==> config.mk <==
export PLATFORM = sky130hd
export DESIGN_NAME = mvc_core
export DESIGN_NICKNAME = d
export VERILOG_FILES = /design/src/rtl/mvc_pkg.sv /design/src/rtl/mvc_decode.sv /design/src/rtl/mvc_agen.sv /design/src/rtl/mvc_regfile.sv /design/src/rtl/mvc_core.sv
export SDC_FILE = /design/constraint.sdc
export NUM_CORES = 1
export LEC_CHECK = 0
export BUFFER_PORTS_ARGS = -buffer_cell sky130_fd_sc_hd__buf_2
export CORE_MARGIN = 10
export CORE_UTILIZATION = 45
export DETAILED_ROUTE_END_ITERATION = 10
export HOLD_SLACK_MARGIN = 0.03
export SYNTH_ARGS = -nofsm -noshare
export SYNTH_HDL_FRONTEND = slang
export SYNTH_SLANG_ARGS = --single-unit
==> constraint.sdc <==
create_clock -name clk -period 3.65 [get_ports clk]
set_clock_uncertainty 0.15 [all_clocks]
set_input_delay 0.73 -clock clk [delete_from_list [all_inputs] [get_ports clk]]
set_output_delay 0.73 -clock clk [all_outputs]
set_load 0.005 [all_outputs]
==> src/rtl/mvc_pkg.sv <==
`timescale 1ns/1ps
package mvc_pkg;
   localparam int OP_W = 2;

   typedef enum logic [OP_W-1:0] {
      OP_LDI = 2'b00,
      OP_LDX = 2'b01,
      OP_STX = 2'b10,
      OP_JMP = 2'b11
   } mv_op_e;

   function automatic logic is_mem_op(mv_op_e op);
      return (op == OP_LDX) || (op == OP_STX);
   endfunction
endpackage

==> src/rtl/mvc_decode.sv <==
`timescale 1ns/1ps
module mvc_decode #(
   parameter int RIDX_W  = 3,
   parameter int IMM_W   = 16,
   localparam int INSTR_W = mvc_pkg::OP_W + 3*RIDX_W + IMM_W
) (
   input  logic [INSTR_W-1:0] instr,
   output mvc_pkg::mv_op_e    op,
   output logic [RIDX_W-1:0]  r_idx,
   output logic [RIDX_W-1:0]  b_idx,
   output logic [RIDX_W-1:0]  o_idx,
   output logic [IMM_W-1:0]   imm
);
   localparam int R_LSB = IMM_W + 2*RIDX_W;
   localparam int B_LSB = IMM_W + RIDX_W;
   localparam int O_LSB = IMM_W;

   assign op    = mvc_pkg::mv_op_e'(instr[INSTR_W-1 -: mvc_pkg::OP_W]);
   assign r_idx = instr[R_LSB +: RIDX_W];
   assign b_idx = instr[B_LSB +: RIDX_W];
   assign o_idx = instr[O_LSB +: RIDX_W];
   assign imm   = instr[IMM_W-1:0];
endmodule

==> src/rtl/mvc_agen.sv <==
`timescale 1ns/1ps
module mvc_agen #(
   parameter int DATA_W = 16
) (
   input  logic [DATA_W-1:0] base_val,
   input  logic [DATA_W-1:0] off_val,
   output logic [DATA_W-1:0] eff_addr,
   output logic              bad_operand,
   output logic              hits_zero
);
   // Cell address joined with a one-bit word select; no carry chain.
   assign eff_addr    = base_val | {{(DATA_W-1){1'b0}}, off_val[0]};
   assign bad_operand = base_val[0] | (|off_val[DATA_W-1:1]);
   assign hits_zero   = (eff_addr == '0);
endmodule

==> src/rtl/mvc_regfile.sv <==
`timescale 1ns/1ps
module mvc_regfile #(
   parameter int DATA_W = 16,
   parameter int NREGS  = 8,
   localparam int RIDX_W = $clog2(NREGS)
) (
   input  logic              clk,
   input  logic              rst_n,
   input  logic              ld_en,
   input  logic [RIDX_W-1:0] ld_idx,
   input  logic [DATA_W-1:0] ld_data,
   input  logic              im_en,
   input  logic [RIDX_W-1:0] im_idx,
   input  logic [DATA_W-1:0] im_data,
   input  logic [RIDX_W-1:0] rd0_idx,
   input  logic [RIDX_W-1:0] rd1_idx,
   input  logic [RIDX_W-1:0] rd2_idx,
   output logic [DATA_W-1:0] rd0_q,
   output logic [DATA_W-1:0] rd1_q,
   output logic [DATA_W-1:0] rd2_q
);
   logic [DATA_W-1:0] regs [NREGS];

   for (genvar g = 0; g < NREGS; g++) begin : g_reg
      // The immediate port belongs to the younger instruction, so it wins.
      always_ff @(posedge clk) begin
         if (!rst_n)
            regs[g] <= '0;
         else if (im_en && (im_idx == RIDX_W'(g)))
            regs[g] <= im_data;
         else if (ld_en && (ld_idx == RIDX_W'(g)))
            regs[g] <= ld_data;
      end
   end

   assign rd0_q = regs[rd0_idx];
   assign rd1_q = regs[rd1_idx];
   assign rd2_q = regs[rd2_idx];

   AST_WRITE_ORDER: assert property (@(posedge clk) disable iff (!rst_n)
      (im_en && ld_en && im_idx == ld_idx) |=> (regs[$past(im_idx)] == $past(im_data)))
      else $error("load overrode a younger immediate");
endmodule

==> src/rtl/mvc_core.sv <==
`timescale 1ns/1ps
module mvc_core #(
   parameter int DATA_W = 16,
   parameter int IMM_W  = 16,
   parameter int NREGS  = 8,
   parameter int PC_W   = 8,
   parameter bit BYPASS = 1'b1,
   localparam int RIDX_W  = $clog2(NREGS),
   localparam int INSTR_W = mvc_pkg::OP_W + 3*RIDX_W + IMM_W
) (
   input  logic               clk,
   input  logic               rst_n,
   output logic [PC_W-1:0]    imem_addr,
   input  logic [INSTR_W-1:0] imem_data,
   output logic [DATA_W-1:0]  dmem_addr,
   output logic               dmem_re,
   output logic               dmem_we,
   output logic [DATA_W-1:0]  dmem_wdata,
   input  logic [DATA_W-1:0]  dmem_rdata,
   output logic               halted,
   output logic               err_flag
);
   import mvc_pkg::*;

   initial begin
      if (DATA_W < 2)              $fatal(1, "DATA_W must be at least 2");
      if (IMM_W > DATA_W)          $fatal(1, "IMM_W may not exceed DATA_W");
      if (NREGS < 2 || (1 << RIDX_W) != NREGS)
                                   $fatal(1, "NREGS must be a power of two");
      if (PC_W < 1)                $fatal(1, "PC_W must be positive");
   end

   localparam int NPORT = 3;

   // ---------------- decode ----------------
   mv_op_e            op;
   logic [RIDX_W-1:0] r_idx, b_idx, o_idx;
   logic [IMM_W-1:0]  imm;

   mvc_decode #(.RIDX_W(RIDX_W), .IMM_W(IMM_W)) u_dec (
      .instr (imem_data),
      .op    (op),
      .r_idx (r_idx),
      .b_idx (b_idx),
      .o_idx (o_idx),
      .imm   (imm)
   );

   // ---------------- state ----------------
   logic [PC_W-1:0]   pc_q;
   logic              halt_q, err_q;
   logic              pend_q;
   logic [RIDX_W-1:0] pend_idx_q;

   logic exec;
   assign exec = !halt_q;

   // ---------------- register file with optional forwarding ----------------
   logic [RIDX_W-1:0] sel   [NPORT];
   logic [DATA_W-1:0] rf_q  [NPORT];
   logic [DATA_W-1:0] opnd  [NPORT];

   assign sel[0] = r_idx;
   assign sel[1] = b_idx;
   assign sel[2] = o_idx;

   logic im_wr;
   assign im_wr = exec && (op == OP_LDI);

   mvc_regfile #(.DATA_W(DATA_W), .NREGS(NREGS)) u_rf (
      .clk     (clk),
      .rst_n   (rst_n),
      .ld_en   (pend_q),
      .ld_idx  (pend_idx_q),
      .ld_data (dmem_rdata),
      .im_en   (im_wr),
      .im_idx  (r_idx),
      .im_data (DATA_W'(imm)),
      .rd0_idx (sel[0]),
      .rd1_idx (sel[1]),
      .rd2_idx (sel[2]),
      .rd0_q   (rf_q[0]),
      .rd1_q   (rf_q[1]),
      .rd2_q   (rf_q[2])
   );

   for (genvar p = 0; p < NPORT; p++) begin : g_port
      if (BYPASS) begin : g_fwd
         assign opnd[p] = (pend_q && (pend_idx_q == sel[p])) ? dmem_rdata : rf_q[p];
      end else begin : g_nofwd
         assign opnd[p] = rf_q[p];
      end
   end

   // ---------------- address generation ----------------
   logic [DATA_W-1:0] eff;
   logic              bad_opnd, zero_hit;

   mvc_agen #(.DATA_W(DATA_W)) u_agen (
      .base_val    (opnd[1]),
      .off_val     (opnd[2]),
      .eff_addr    (eff),
      .bad_operand (bad_opnd),
      .hits_zero   (zero_hit)
   );

   logic mem_op, fault;
   assign mem_op = exec && is_mem_op(op);
   assign fault  = mem_op && zero_hit;

   // ---------------- data port ----------------
   assign dmem_addr  = eff;
   assign dmem_wdata = opnd[0];
   assign dmem_re    = exec && (op == OP_LDX) && !zero_hit;
   assign dmem_we    = exec && (op == OP_STX) && !zero_hit;

   // ---------------- sequencing ----------------
   always_ff @(posedge clk) begin
      if (!rst_n) begin
         pc_q       <= '0;
         halt_q     <= 1'b0;
         err_q      <= 1'b0;
         pend_q     <= 1'b0;
         pend_idx_q <= '0;
      end else begin
         pend_q     <= dmem_re;
         pend_idx_q <= r_idx;
         if (fault)
            halt_q <= 1'b1;
         if (mem_op && bad_opnd)
            err_q <= 1'b1;
         if (exec && !fault)
            pc_q <= (op == OP_JMP) ? '0 : pc_q + PC_W'(1);
      end
   end

   assign imem_addr = pc_q;
   assign halted    = halt_q;
   assign err_flag  = err_q;

   // ---------------- checks ----------------
   AST_HALT_STICKY: assert property (@(posedge clk) disable iff (!rst_n)
      halted |=> halted)
      else $error("halted dropped without reset");

   AST_NO_ZERO_ACCESS: assert property (@(posedge clk) disable iff (!rst_n)
      (dmem_re || dmem_we) |-> (dmem_addr != '0))
      else $error("strobe carried address zero");

   AST_HALT_QUIET: assert property (@(posedge clk) disable iff (!rst_n)
      halted |-> (!dmem_re && !dmem_we))
      else $error("strobe while halted");

   AST_PC_FROZEN: assert property (@(posedge clk) disable iff (!rst_n)
      halted |=> $stable(imem_addr))
      else $error("fetch moved while halted");

   AST_JUMP_TARGET: assert property (@(posedge clk) disable iff (!rst_n)
      (!halted && imem_data[INSTR_W-1 -: OP_W] == OP_JMP) |=> (imem_addr == '0))
      else $error("jump did not return to zero");

   AST_ERR_STICKY: assert property (@(posedge clk) disable iff (!rst_n)
      err_flag |=> err_flag)
      else $error("error flag cleared itself");

   AST_STROBE_EXCL: assert property (@(posedge clk) disable iff (!rst_n)
      !(dmem_re && dmem_we))
      else $error("read and write in one cycle");
endmodule

# --- Word level (Yosys, flattened, before mapping) ---
# Memories as Yosys holds them, arrays and structs flattened.
# Index checks and enable logic that the tools add are counted.
word_totals:
  ram_bits: 128
  input_bits: 45
  reg_bits: 14
  wordCells: 159
  n_memories: 1
mem_list:
  columns: ["memory", "depth", "word_bits", "rd", "rd_clocked_by_memory_dff", "write_ports", "line", "rtl"]
  rows:
  - ["u_rf.regs", 8, 16, 3, 0, 8, "mvc_regfile.sv:22", "logic [DATA_W-1:0] regs [NREGS];"]
classes:
  n_eq_ne: 20
  mux: 77
  bitwise_logic: 18
  add_sub_neg: 1
  reduce_logical: 37
ops:
  columns: ["operator", "n"]
  rows:
  - ["$mux W16", 19]
  - ["$mux W1", 57]
  - ["$logic_and A1 B1 Y1", 28]
  - ["$eq A3 B3 Y1 const B", 8]
  - ["$or A1 B1 Y1", 17]
  - ["$logic_not A16 Y1", 1]
  - ["$or A16 B1 Y16", 1]
  - ["$reduce_or A15 Y1", 1]
  - ["$eq A3 B2 Y1 const B", 4]
  - ["$eq A3 B3 Y1", 3]
  - ["$add A8 B1 Y8 const B", 1]
  - ["$mux W8", 1]
  - ["$eq A3 B1 Y1 const B", 2]
  - ["$logic_not A3 Y1", 2]
  - ["$eq A2 B2 Y1 const B", 2]
  - ["$logic_not A1 Y1", 3]
  - ["$eq A2 B1 Y1 const B", 1]
  - ["$logic_not A2 Y1", 1]
  - ["$logic_or A1 B1 Y1", 1]

# --- Depth between registers and ports, before layout ---
# Gate-level depths: netlist of the first run.
logic_depth:
  depth_word: 8
  ltp_mapped: 11
  depth_no_buf: 8

# --- Cells and area by module ---
# A second synthesis of the first run with hierarchy kept.
hier_totals:
  cells_unflattened: 772
  area_unflattened_um2: 10463.8
modules_own_cells:
  columns: ["mod", "cells_each", "seq_area_each_um2", "area_per_inst_um2", "n_inst"]
  rows:
  - ["mvc_regfile", 570, 3843.7, 8567.0, 1]
  - ["mvc_core", 148, 280.3, 1503.9, 1]
  - ["mvc_decode", 27, 0.0, 202.7, 1]
  - ["mvc_agen", 27, 0.0, 190.2, 1]

# --- Least setup slack after synthesis of the first run ---
# OpenSTA, ideal clock, no wires.
synth_path:
  path_kind: "in2out"
  start: "input imem_data[19]"
  end: "output dmem_re"
  cell_stages: 8
  slack_ns: 0.174
  arrival_ns: 2.596
  path_cell_list: "buf_2 -> buf_1 -> mux2i_1 -> nand4_1 -> o32a_1 -> nor3_1 -> nor2_1 -> and2_1"
synth_via:
  elab_chain_len: 7
synth_lines:
  columns: ["item", "line", "rtl"]
  rows:
  - ["start: declaration", "mvc_core.sv:14", "input logic [INSTR_W-1:0] imem_data,"]
  - ["branches (longest 2 deep; another with $mem_v2 Z8 W16)", null, null]
  - ["$mux W16 (*)", "mvc_core.sv:89", "assign opnd[p] = (pend_q && (pend_idx_q == sel[p])) ? dmem_rdata : rf_q[p];"]
  - ["$or A16 B1 Y16 (*)", "mvc_agen.sv:12", "assign eff_addr = base_val | {{(DATA_W-1){1'b0}}, off_val[0]};"]
  - ["$logic_not A16 Y1 (*)", "mvc_agen.sv:14", "assign hits_zero = (eff_addr == '0);"]
  - ["$logic_not A1 Y1 (*)", "mvc_core.sv:114", "assign dmem_re = exec && (op == OP_LDX) && !zero_hit;"]
  - ["$logic_and A1 B1 Y1 (*)", "mvc_core.sv:114", null]
  - ["end: declaration", "mvc_core.sv:16", "output logic dmem_re,"]
# Mark *: on every way between the ends.

# --- Worst setup path in the final report of the first run ---
layout_path:
  start: "input imem_data[20]"
  end: "output dmem_re"
# The elaborated chain is that of the path after synthesis.

==> results of run 1 <==
-- area by class of cell --
cell class | instances | share of cell area, %
multi-input combinational | 492 | 41.6
tap | 265 | 3.02
clock buffer | 19 | 3.94
timing repair buffer | 184 | 12.0
inverter | 7 | 0.239
sequential | 142 | 37.5
clock inverter | 12 | 1.67
-- per-layer routing --
metal	vias to the layer above	GRT usage [%]	routed length [µm]	part of all wire, %
met5	-	0	0	0
met3	90	5.44	3410	10
li1	3193	-	-	-
met4	0	10.4	1290	3.8
met1	3830	33.3	13200	39
met2	541	40.0	15800	47
-- worst max-delay path by stage --
| stage | startpoint | end | slack (ns) | cells after the start |
|---|---|---|---|---|
| 3_5_place_dp | imem_data[20] | dmem_re | -0.28 | 11 |
| 2_1_floorplan | imem_data[19] | dmem_re | 0.17 | 8 |
| 6_report | imem_data[20] | dmem_re | -0.17 | 12 |
| 5_1_grt | imem_data[20] | dmem_re | -0.25 | 13 |
| 4_1_cts | imem_data[20] | dmem_re | -0.13 | 12 |
| 3_3_place_gp | imem_data[20] | dmem_re | -0.26 | 11 |
-- cell families after synthesis --
group	share of synthesized area, %
AOI/OAI and AO/OA	17.7
xor gates and xnor gates	0.881
adders and majority gates	0.699
buffers and inverters	4.18
DFF	46.1
muxes	20.2
and+or+nand+nor	10.2
-- sequential cells by signal (all words and copies together), names as in the netlist --
| signal | flops |
|---|---|
| u_rf.regs | 128 |
| imem_addr | 8 |
| pend_idx_q | 3 |
| err_flag | 1 |
| halted | 1 |
| pend_q | 1 |
-- through the flow --
stage	hold WS, ns	area (µm²)	util, %	power, mW	std cells
after floorplan	0.314	8940	-	2.30	728
after global placement	0.294	10000	51.3	2.59	1063
after detailed placement	0.303	10000	51.3	2.60	1063
after CTS	0.317	10900	55.9	4.49	1117
after global routing	0.335	11000	56.3	4.64	1121
final	0.313	11000	56.3	4.52	1121
-- cells in the final DEF, fill, tap and decap left out, types with 3 or more instances in the layout --
master,synthesis,layout
inv_6,0,4
buf_4,2,83
buf_12,0,8
mux4_2,66,66
mux2i_2,0,3
bufinv_16,0,4
a22oi_1,4,4
a22o_1,128,128
o21a_1,3,3
o21ai_0,9,9
xnor2_1,9,8
buf_2,5,85
o211ai_1,7,7
edfxtp_1,128,128
nor3_2,0,3
ha_1,5,5
and2_1,7,7
buf_6,1,4
a21oi_1,35,33
nand2_1,15,15
clkbuf_16,0,17
a211oi_1,4,4
mux2i_1,31,26
nand4_1,5,5
dfxtp_1,14,14
nor4_1,27,27
and3_1,9,9
nand3_1,22,22
o221ai_2,0,4
or2_2,3,3
nor3_1,11,6
nand2b_1,8,8
inv_1,7,7
nor2_1,63,62
nor4b_1,4,4
-- power by group through the flow --
stage	clock (mW)	sequential [mW]	combinational, mW
finish	1.87	1.93	0.721
global route	1.95	1.93	0.762
CTS	1.87	1.92	0.699
detailed placement	0	1.95	0.646
global placement	0	1.95	0.636
floorplan	0	1.92	0.385
-- worst reg2reg max path, delay by kind of cell, from the launching register on --
kind | cells | cell delay [ns]
buffers and inverters | 4 | 0.57
DFF | 1 | 0.45
AOI/OAI and AO/OA | 4 | 1.01
muxes | 2 | 0.74
and+or+nand+nor | 1 | 0.21
-- what timing repair did --
item | 4_1_cts | 5_1_grt
gates resized for setup | 13 | 12
pin swaps | 6 | 5
hold buffers | 0 | 0
gates cloned | 2 | 0
setup buffers | 21 | 5
setup endpoints to repair | 2 | 4
==> out/results.txt, run 1 <==
Worst-path cell chain -> buf_12, buf_12, buf_4, mux4_2, mux2i_4, nand4_1, o32a_1, nor3_2, buf_4, nor2_2, and2_1, buf_2
Flop pwr share -> 42.7%
Critical Path End Type -> output pin
Syn Area/Cell -> 12.3 µm²
Slew Limit Fails -> 0
Root Driver -> clkbuf_16
1st-iter DRT viols -> 951
Area grow syn2layout -> 22.9%
Async SR Flop Fraction -> 0%
DRC -> 0
Post-Route WL -> 33.7 mm
Multi-input logic area -> 0.00457 mm²
Highest clock rate -> 262 MHz
Final hold vios -> 0
NetSw -> 1.17 mW
#FFs+latches synth -> 142
Top post-synthesis cells by count -> a22o_1 (128), edfxtp_1 (128), mux4_2 (66), nor2_1 (63), clkbuf_1 (50)
Leakage -> 4.22 nW
Post-synth EDFFs -> 128
Antenna fix cells -> 0
DP HPWL -> 22.2 mm
CTS max path bufs -> 2
Power share of the clock group -> 41.4%
Clock transition at the registers of the reported paths -> 0.06 ns
Sw Share -> 26.0%
Clk sinks -> 142
Setup WS pre-CTS -> -0.280 ns
Register area -> 0.00412 mm²
Worst R2R End -> imem_addr[5]$_SDFFE_PN0P_
Antenna violations before repair -> 0
Main synth FF type -> edfxtp_1
Ys Warns -> 0
Final worst slack -> -0.174 ns
Core box area -> 0.0195 mm²
Worst-path fanout max -> 7
Tcrit/Tclk final -> 105%
Fill count -> 1664
Reg2Reg Setup Slack -> 0.45 ns
Post-Synthesis Cells -> 728
Worst-margin pin slew -> 0.600 ns
Gate power share -> 16.0%
RSZ-0062 raised after global routing -> true
GRT Util Overall -> 25.3%
Failing checks -> setup timing
WP data arrival -> 2.94 ns
Dominant cells by area after synthesis -> edfxtp_1 (43%), mux4_2 (17%), a22o_1 (13%)
Post-synthesis instance area -> 0.00894 mm²
GP Congestion -> 1.01
Total nets after synthesis -> 778
CTS tree -> yes
Hold Path Class -> flip-flop to flip-flop
Seq/Total Area, Yosys -> 46.1%
Hold path endpoint -> err_flag$_SDFFE_PN0P_
Worst endpoint required time -> 2.77 ns
H-Tree Level Count -> 4
Status -> finished, violations left
Via count -> 7654
Synth area leader -> edfxtp_1
Die height -> 161 µm
Crit-path slowest cell -> mux4_2
Worst setup path category -> primary input to output pin
Number of global-route vias before repair -> 7532
Worst path bufs/invs -> 5
Relative slew slack -> 60.0%
IO Count -> 89
GRT overflow -> 0
Nets@finish -> 894
Largest net degree at the start of global routing -> 43
DRT Pass-1 Iters -> 5
Die ar. -> 0.0259 mm²
Worst setup SP type -> primary input
Cell family with most CP delay -> multiplexers
Synth cell types -> 42
Setup TNS -> -0.328 ns
Area share of the largest cell type after synthesis -> 43.0%
Max VDD drop -> 299 µV
Post-route ant nets -> 0
Max-cap violations -> 0
Worst Reg-to-Reg Cells -> 11
Setup violations, final -> 2
Vias per std cell -> 6.83
Tmin final -> 3.82 ns
Min-Delay Startpoint -> err_flag$_SDFFE_PN0P_
Layout cells sized above 1 -> 35.4%
Largest stage delay, worst path -> 0.52 ns
Clock Latency Late Sink -> 0.42 ns
Port Buffers -> 88
RR Startpoint -> u_rf.regs[4][6]$_SDFFCE_PN0P_
Die Wd -> 161 µm
Global-route wire length before repair -> 49.3 mm
Hold path cells -> 1
Total internal power -> 3.34 mW
Wire length per cell -> 30.0 µm
Initial Util -> 45.8%
Pwr Density -> 411 mW/mm²
Cts bufs inserted -> 17
Row count -> 51
No activity file was read; power rests on OpenSTA's default activity.
==> run 2: changes to the inputs <==
--- a/config.mk
+++ b/config.mk
@@ -12,4 +12,5 @@
 export HOLD_SLACK_MARGIN = 0.03
 export SYNTH_ARGS = -nofsm -noshare
 export SYNTH_HDL_FRONTEND = slang
+export SYNTH_HIERARCHICAL = 1
 export SYNTH_SLANG_ARGS = --single-unit
==> run 2 against run 1 <==
Compared with the run above: first-iteration DRC count increased by 15%; register-to-register slack worse by 0.20 ns; power up 0.31%; the flow still finishes with violations (setup timing); die area up 15%; critical path depth shrank 2; clock-buffer cell count decreased by 1; critical endpoint unchanged; combinational power up 27%.
==> out/results.txt, run 2 <==
Status -> finished, violations left
Failing checks -> setup timing
Sw Share -> 28.2% (+2.3 points)
Worst-path fanout max -> 7 (unchanged)
Power share of the clock group -> 37.7% (-3.7 points)
Total internal power -> 3.25 mW (-2.7%)
IO Count -> 89 (unchanged)
Seq/Total Area, Yosys -> 39.4% (-6.7 points)
Async SR Flop Fraction -> 0% (unchanged)
Crit-path slowest cell -> or4_4
Nets@finish -> 899 (+0.56%)
Die ar. -> 0.0298 mm² (+15%)
Commonest non-fill, non-tap cell in the layout -> edfxtp_1
Worst-path cell chain -> buf_12, buf_12, buf_4, mux4_2, mux2_2, mux2_2, or4_4, nor3_4, nor3b_2, buf_2
Worst Reg-to-Reg Cells -> 14 (+3)
Row count -> 55 (+7.8%)
Final worst slack -> -0.456 ns (-0.282 ns)
1st-iter DRT viols -> 1094 (+15%)
Antenna fix cells -> 0 (unchanged)
Main synth FF type -> edfxtp_1
Vias per std cell -> 6.74 (-1.2%)
Dominant cells by area after synthesis -> edfxtp_1 (37%), mux4_2 (21%), mux2_2 (8.2%)
NetSw -> 1.28 mW (+9.0%)
Pwr Density -> 373 mW/mm² (-9.3%)
Max VDD drop -> 268 µV (-10%)
Wire length per cell -> 31.1 µm (+3.7%)
CTS tree -> yes
Length of routed met3 wiring -> 3.97 mm (+17%)
Setup TNS -> -0.907 ns (-0.579 ns)
Top post-synthesis cells by count -> edfxtp_1 (128), mux4_2 (96), a22o_1 (84), mux2_2 (76), buf_4 (61)
Synth area leader -> edfxtp_1
Worst endpoint required time -> 2.77 ns (about the same)
Area grow syn2layout -> 16.2%
Reg2Reg Setup Slack -> 0.25 ns (-0.20 ns)
Die height -> 172 µm (+7.1%)
Largest stage delay, worst path -> 0.54 ns (+0.02 ns)
Leakage -> 4.72 nW (+12%)
RSZ-0062 raised after global routing -> true
Core box area -> 0.0228 mm² (+17%)
Post-synthesis instance area -> 0.0105 mm² (+17%)
Final hold vios -> 0 (unchanged)
Wl on met1 -> 13.4 mm (+1.8%)
Area share of the largest cell type after synthesis -> 36.7% (-6.2 points)
Max-cap violations -> 0 (unchanged)
Antenna violations before repair -> 0 (unchanged)
Post-synth EDFFs -> 128 (unchanged)
Clock transition at the registers of the reported paths -> 0.07 ns (about the same)
Initial Util -> 45.9% (+0.13 points)
Worst setup SP type -> primary input
Tcrit/Tclk final -> 112% (+7.7 points)
Clock Latency Late Sink -> 0.44 ns (+0.02 ns)
Cell family with most CP delay -> multiplexers
Hold Path Class -> flip-flop to flip-flop
H-Tree Level Count -> 4 (unchanged)
Highest metal used -> met4
Max reg flops -> 128 (unchanged)
Worst setup path category -> primary input to output pin
Layout cells sized above 1 -> 53.2% (+18 points)
Met2 wire length -> 17.8 mm (+13%)
Fill count -> 1847 (+11%)
Worst-margin pin slew -> 1.30 ns (+0.699 ns)
GP Congestion -> 0.899 (-11%)
Total nets after synthesis -> 822 (+5.7%)
RR Startpoint -> u_rf/regs[7][1]$_DFFE_PP_
Number of global-route vias before repair -> 8105 (+7.6%)
#FFs+latches synth -> 142 (unchanged)
DP HPWL -> 24.3 mm (+9.4%)
Ys Warns -> 6 (+6)
Via count -> 7923 (+3.5%)
DRC -> 0 (unchanged)
Gate power share -> 20.2% (+4.2 points)
Min-Delay Startpoint -> err_flag$_SDFFE_PN0P_
Flop pwr share -> 42.1% (-0.6 points)
Top reg by flops -> u_rf/regs
Cts bufs inserted -> 17 (unchanged)
Largest net degree at the start of global routing -> 33 (-23%)
Post-route ant nets -> 0 (unchanged)
Clk sinks -> 142 (unchanged)
Slew Limit Fails -> 0 (unchanged)
Post-Synthesis Cells -> 772 (+6.0%)
Highest clock rate -> 244 MHz (-6.9%)
Commonest cells after routing, fill and taps aside -> edfxtp_1 (128), mux4_2 (96), buf_2 (87)
Top-count cell post-synth -> edfxtp_1
Hold path endpoint -> err_flag$_SDFFE_PN0P_
GRT overflow -> 0 (unchanged)
Worst R2R End -> pend_q$_SDFF_PN0_
Setup violations, final -> 3 (+1)
Die Wd -> 172 µm (+7.1%)
WP data arrival -> 3.23 ns (+0.29 ns)
Tmin final -> 4.11 ns (+0.282 ns)
Synth cell types -> 52 (+24%)
Setup WS pre-CTS -> -0.724 ns (-0.444 ns)
Root Driver -> clkbuf_16
GRT Util Overall -> 24.8% (-0.50 points)
CTS max path bufs -> 2 (unchanged)
Post-Route WL -> 36.6 mm (+8.7%)
Relative slew slack -> 13.4% (-47 points)
Critical Path End Type -> output pin
Hold path cells -> 2 (+1)
Worst path bufs/invs -> 4 (-1)
Global-route wire length before repair -> 53.5 mm (+8.4%)
Syn Area/Cell -> 13.6 µm² (+10%)
Port Buffers -> 88 (unchanged)
DRT Pass-1 Iters -> 7 (+2)
## run 2: metrics by stage
step	hold WS, ns	cells	area, µm²	util [%]	total power, mW
after global routing	0.387	1175	12200	53.4	4.66
after CTS	0.331	1175	12200	53.4	4.53
final	0.329	1175	12200	53.4	4.53
after global placement	0.297	1127	11300	49.7	2.78
after floorplan	0.311	772	10600	-	2.53
after detailed placement	0.312	1127	11300	49.7	2.80
## run 2: layer usage
layer  GRT usage, %  up-vias
met5              0        -
met4           10.0        0
met3           6.82       97
met2           40.9      573
met1           30.3     3998
li1               -     3255
## run 2: tightest hold or removal path, cell delays in order (launching register included)
cell	delay, ns
dfxtp_1	0.33
a31oi_1	0.05
nor2_1	0.07
## run 2: area by class of cell
class	count	area (µm²)	share of cell area [%]
inverters	6	22.5	0.185
flip-flops and latches	142	4120	33.9
multi-input cells	488	5560	45.7
clock inverters	14	118	0.967
repair buffers	194	1490	12.2
well taps	313	392	3.22
clock buffers	18	450	3.71
## run 2: repair_timing
action | in CTS | in global routing
gates cloned | 2 | 0
hold endpoints to repair | 0 | 0
buffers inserted | 14 | 4
pin swaps | 3 | 4
hold buffers | 0 | 0
gates resized for setup | 21 | 3
setup endpoints to repair | 10 | 4
## run 2: logic make-up (layout without fill, tap and decap cells)
kind of cell / Yosys count / after routing / synth area share [%]
buffers and inverters: 142 / 232 / 8.43
AO/OA/AOI/OAI: 154 / 154 / 12.5
adder cells (fa/ha/maj): 5 / 5 / 0.598
multiplexers: 193 / 193 / 31.8
XOR/XNOR: 9 / 9 / 0.753
AND/OR/NAND/NOR: 127 / 127 / 6.52
flip-flops: 142 / 142 / 39.4
## run 2: power by group through the flow
stage	Combinational [mW]	Clock, mW	Sequential, mW
5_1_grt	0.964	1.79	1.91
2_1_floorplan	0.610	0	1.92
3_5_place_dp	0.858	0	1.94
6_report	0.913	1.71	1.91
3_3_place_gp	0.847	0	1.93
4_1_cts	0.905	1.72	1.90
## run 2: worst max-delay path by stage
stage / from / end / slack (ns) / depth (start not counted)
after global routing: imem_data[19] / dmem_re / -0.51 / 12
after detailed placement: imem_data[19] / dmem_re / -0.72 / 11
final: imem_data[19] / dmem_re / -0.46 / 10
after CTS: imem_data[19] / dmem_re / -0.42 / 12
after floorplan: imem_data[19] / dmem_re / -0.13 / 9
after global placement: imem_data[19] / dmem_re / -0.71 / 11
==> run 3: changes to the inputs <==
--- a/config.mk
+++ b/config.mk
@@ -5,11 +5,12 @@
 export SDC_FILE = /design/constraint.sdc
 export NUM_CORES = 1
 export LEC_CHECK = 0
-export BUFFER_PORTS_ARGS = -buffer_cell sky130_fd_sc_hd__buf_2
+export BUFFER_PORTS_ARGS = -buffer_cell sky130_fd_sc_hd__clkbuf_2
 export CORE_MARGIN = 10
 export CORE_UTILIZATION = 45
 export DETAILED_ROUTE_END_ITERATION = 10
 export HOLD_SLACK_MARGIN = 0.03
+export PLACE_DENSITY = 0.7
 export SYNTH_ARGS = -nofsm -noshare
 export SYNTH_HDL_FRONTEND = slang
 export SYNTH_HIERARCHICAL = 1
==> run 3 against run 2 <==
Compared with the run above: the flow still finishes with violations (setup timing); critical path depth increased by 1; largest power group unchanged; fmax increased by 3.2%; worst hold slack got worse by 0.0043 ns; non-clock buffer count decreased by 8; clock-buffer cell count unchanged; largest cell class unchanged; via count decreased by 0.15%; first-iteration DRC count increased by 6.8%; clock power decreased by 3%; sequential share of layout area increased by 0.22 points; sequential power about the same.
==> out/results.txt, run 3 (synthesized netlist as in run 2, its figures left out) <==
Status -> finished, violations left
Failing checks -> setup timing
GP Congestion -> 0.911 (+1.4%)
CTS max path bufs -> 2 (unchanged)
Post-Route WL -> 34.1 mm (-6.9%)
Multi-input logic area -> 0.00555 mm² (-0.18%)
RSZ-0062 raised after global routing -> true
Highest clock rate -> 251 MHz (+3.2%)
Register area -> 0.00412 mm² (unchanged)
Via count -> 7911 (-0.15%)
Root Driver -> clkbuf_16
CTS tree -> yes
Die ar. -> 0.0298 mm² (unchanged)
Number of global-route vias before repair -> 7715 (-4.8%)
WP data arrival -> 3.10 ns (-0.13 ns)
Worst R2R End -> imem_addr[3]$_SDFFE_PN0P_
Global-route wire length before repair -> 50.3 mm (-6.0%)
RR Startpoint -> u_rf/regs[7][8]$_DFFE_PP_
Core box area -> 0.0228 mm² (unchanged)
Layout Cells excl Fill -> 1169 (-0.51%)
Die height -> 172 µm (unchanged)
Tcrit/Tclk final -> 109% (-3.5 points)
Worst-path fanout max -> 8 (+1)
Worst-margin pin slew -> 0.620 ns (-0.679 ns)
H-Tree Level Count -> 4 (unchanged)
Wire length per cell -> 29.1 µm (-6.4%)
Post-route ant nets -> 0 (unchanged)
Worst setup SP type -> primary input
Critical Path End Type -> output pin
Fill count -> 1805 (-2.3%)
Clock Latency Late Sink -> 0.44 ns (about the same)
Final hold slack -> 0.325 ns (-0.00432 ns)
Hold-fix buffers at CTS -> 0 (unchanged)
DP HPWL -> 22.4 mm (-7.6%)
IO Count -> 89 (unchanged)
Largest net degree at the start of global routing -> 33 (unchanged)
Clk sinks -> 142 (unchanged)
Nets@finish -> 891 (-0.89%)
Leakage -> 4.66 nW (-1.1%)
Placed insts -> 1123 (-0.35%)
Commonest non-fill, non-tap cell in the layout -> edfxtp_1
GRT overflow -> 0 (unchanged)
Antenna violations before repair -> 6 (+6)
Top reg by flops -> u_rf/regs
Die Wd -> 172 µm (unchanged)
Final hold vios -> 0 (unchanged)
Layout cells sized above 1 -> 52.3% (-0.91 points)
Initial Util -> 45.9% (unchanged)
Commonest cells after routing, fill and taps aside -> edfxtp_1 (128), mux4_2 (96), clkbuf_2 (87)
Worst setup path end -> dmem_re
Pwr Density -> 370 mW/mm² (-0.65%)
Row count -> 55 (unchanged)
Reg2Reg Setup Slack -> 0.44 ns (+0.19 ns)
Vias per std cell -> 6.77 (+0.36%)
Port Buffers -> 88 (unchanged)
Clock transition at the registers of the reported paths -> 0.06 ns (about the same)
Slew Limit Fails -> 0 (unchanged)
Setup violations, final -> 2 (-1)
Final worst slack -> -0.329 ns (+0.127 ns)
Max reg flops -> 128 (unchanged)
Cts bufs inserted -> 17 (unchanged)
Tmin final -> 3.98 ns (-0.127 ns)
DRT Pass-1 Iters -> 6 (-1)
Worst endpoint required time -> 2.77 ns (about the same)
Area grow syn2layout -> 15.4%
Max-cap violations -> 0 (unchanged)
Max VDD drop -> 359 µV (+34%)
DRC -> 0 (unchanged)
Worst setup path category -> primary input to output pin
Hold Path Class -> flip-flop to flip-flop
Worst setup startpoint -> imem_data[19]
1st-iter DRT viols -> 1168 (+6.8%)
Relative slew slack -> 58.7% (+45 points)
Worst Reg-to-Reg Cells -> 12 (-2)
GRT Util Overall -> 23.0% (-1.8 points)
==> run 3: changes by cell type in the layout (fill, tap and decap cells not counted), sizes merged <==
cell and change:
buf -96, clkbuf +88, inv -7, clkinv +3, clkinvlp +3, diode +2
bufinv +1
==> run 3: critical path, cell delays in order <==
cell	delay, ns
clkbuf_16	0.15
buf_12	0.15
mux4_2	0.50
mux2_2	0.30
mux2_4	0.27
nor4_1	0.28
buf_4	0.17
nand3_2	0.10
nor3_4	0.22
nor3b_2	0.09
clkbuf_2	0.12
==> run 3: power breakdown <==
group	internal (mW)	total [mW]	switching (mW)
registers	1.85	1.91	0.0623
logic	0.466	0.897	0.431
clock network	0.947	1.66	0.718
total	3.26	4.47	1.21
==> run 3: layout make-up <==
class | instances | share of cell area, %
Tap cell | 313 | 3.24
Antenna cell | 2 | 0.0414
Timing Repair Buffer | 186 | 11.7
Inverter | 6 | 0.186
Clock buffer | 18 | 3.55
Sequential cell | 142 | 34.1
Multi-Input combinational cell | 488 | 46.0
Clock inverter | 14 | 1.13
==> run 3: how the worst min path moves through the flow <==
stage | cells past startpoint | from | slack [ns] | endpoint
after CTS | 2 | imem_addr[7]$_SDFFE_PN0P_ | 0.33 | imem_addr[7]$_SDFFE_PN0P_
after floorplan | 2 | err_flag$_SDFFE_PN0P_ | 0.31 | err_flag$_SDFFE_PN0P_
after global placement | 2 | err_flag$_SDFFE_PN0P_ | 0.30 | err_flag$_SDFFE_PN0P_
after global routing | 2 | imem_addr[7]$_SDFFE_PN0P_ | 0.37 | imem_addr[7]$_SDFFE_PN0P_
after detailed placement | 2 | err_flag$_SDFFE_PN0P_ | 0.32 | err_flag$_SDFFE_PN0P_
final | 2 | err_flag$_SDFFE_PN0P_ | 0.33 | err_flag$_SDFFE_PN0P_
==> run 3: timing repair <==
item                                    in CTS  in global routing
cloned                                       2                  0
gates resized for setup                     16                  5
setup buffers                                8                  2
pin swaps                                    3                  1
endpoints found under the setup margin       3                  3
==> run 3: metal layers <==
layer	global-route usage (%)	vias to the layer above	part of all wire (%)
met5	0	-	0.11
met3	7.09	97	14
met4	9.82	6	3.2
met1	28.4	3887	36
li1	-	3239	-
met2	36.6	682	47
==> run 3: through the flow <==
step	setup TNS [ns]	area, µm²	worst slack [ns]	utilization [%]	power [mW]
CTS	-0.661	12000	-0.318	52.8	4.46
global placement	-2.43	11300	-0.467	49.5	2.78
finish	-0.636	12100	-0.329	53.0	4.47
global route	-0.728	12100	-0.360	53.0	4.60
floorplan	-0.265	10600	-0.135	-	2.53
detailed placement	-2.64	11300	-0.493	49.5	2.79
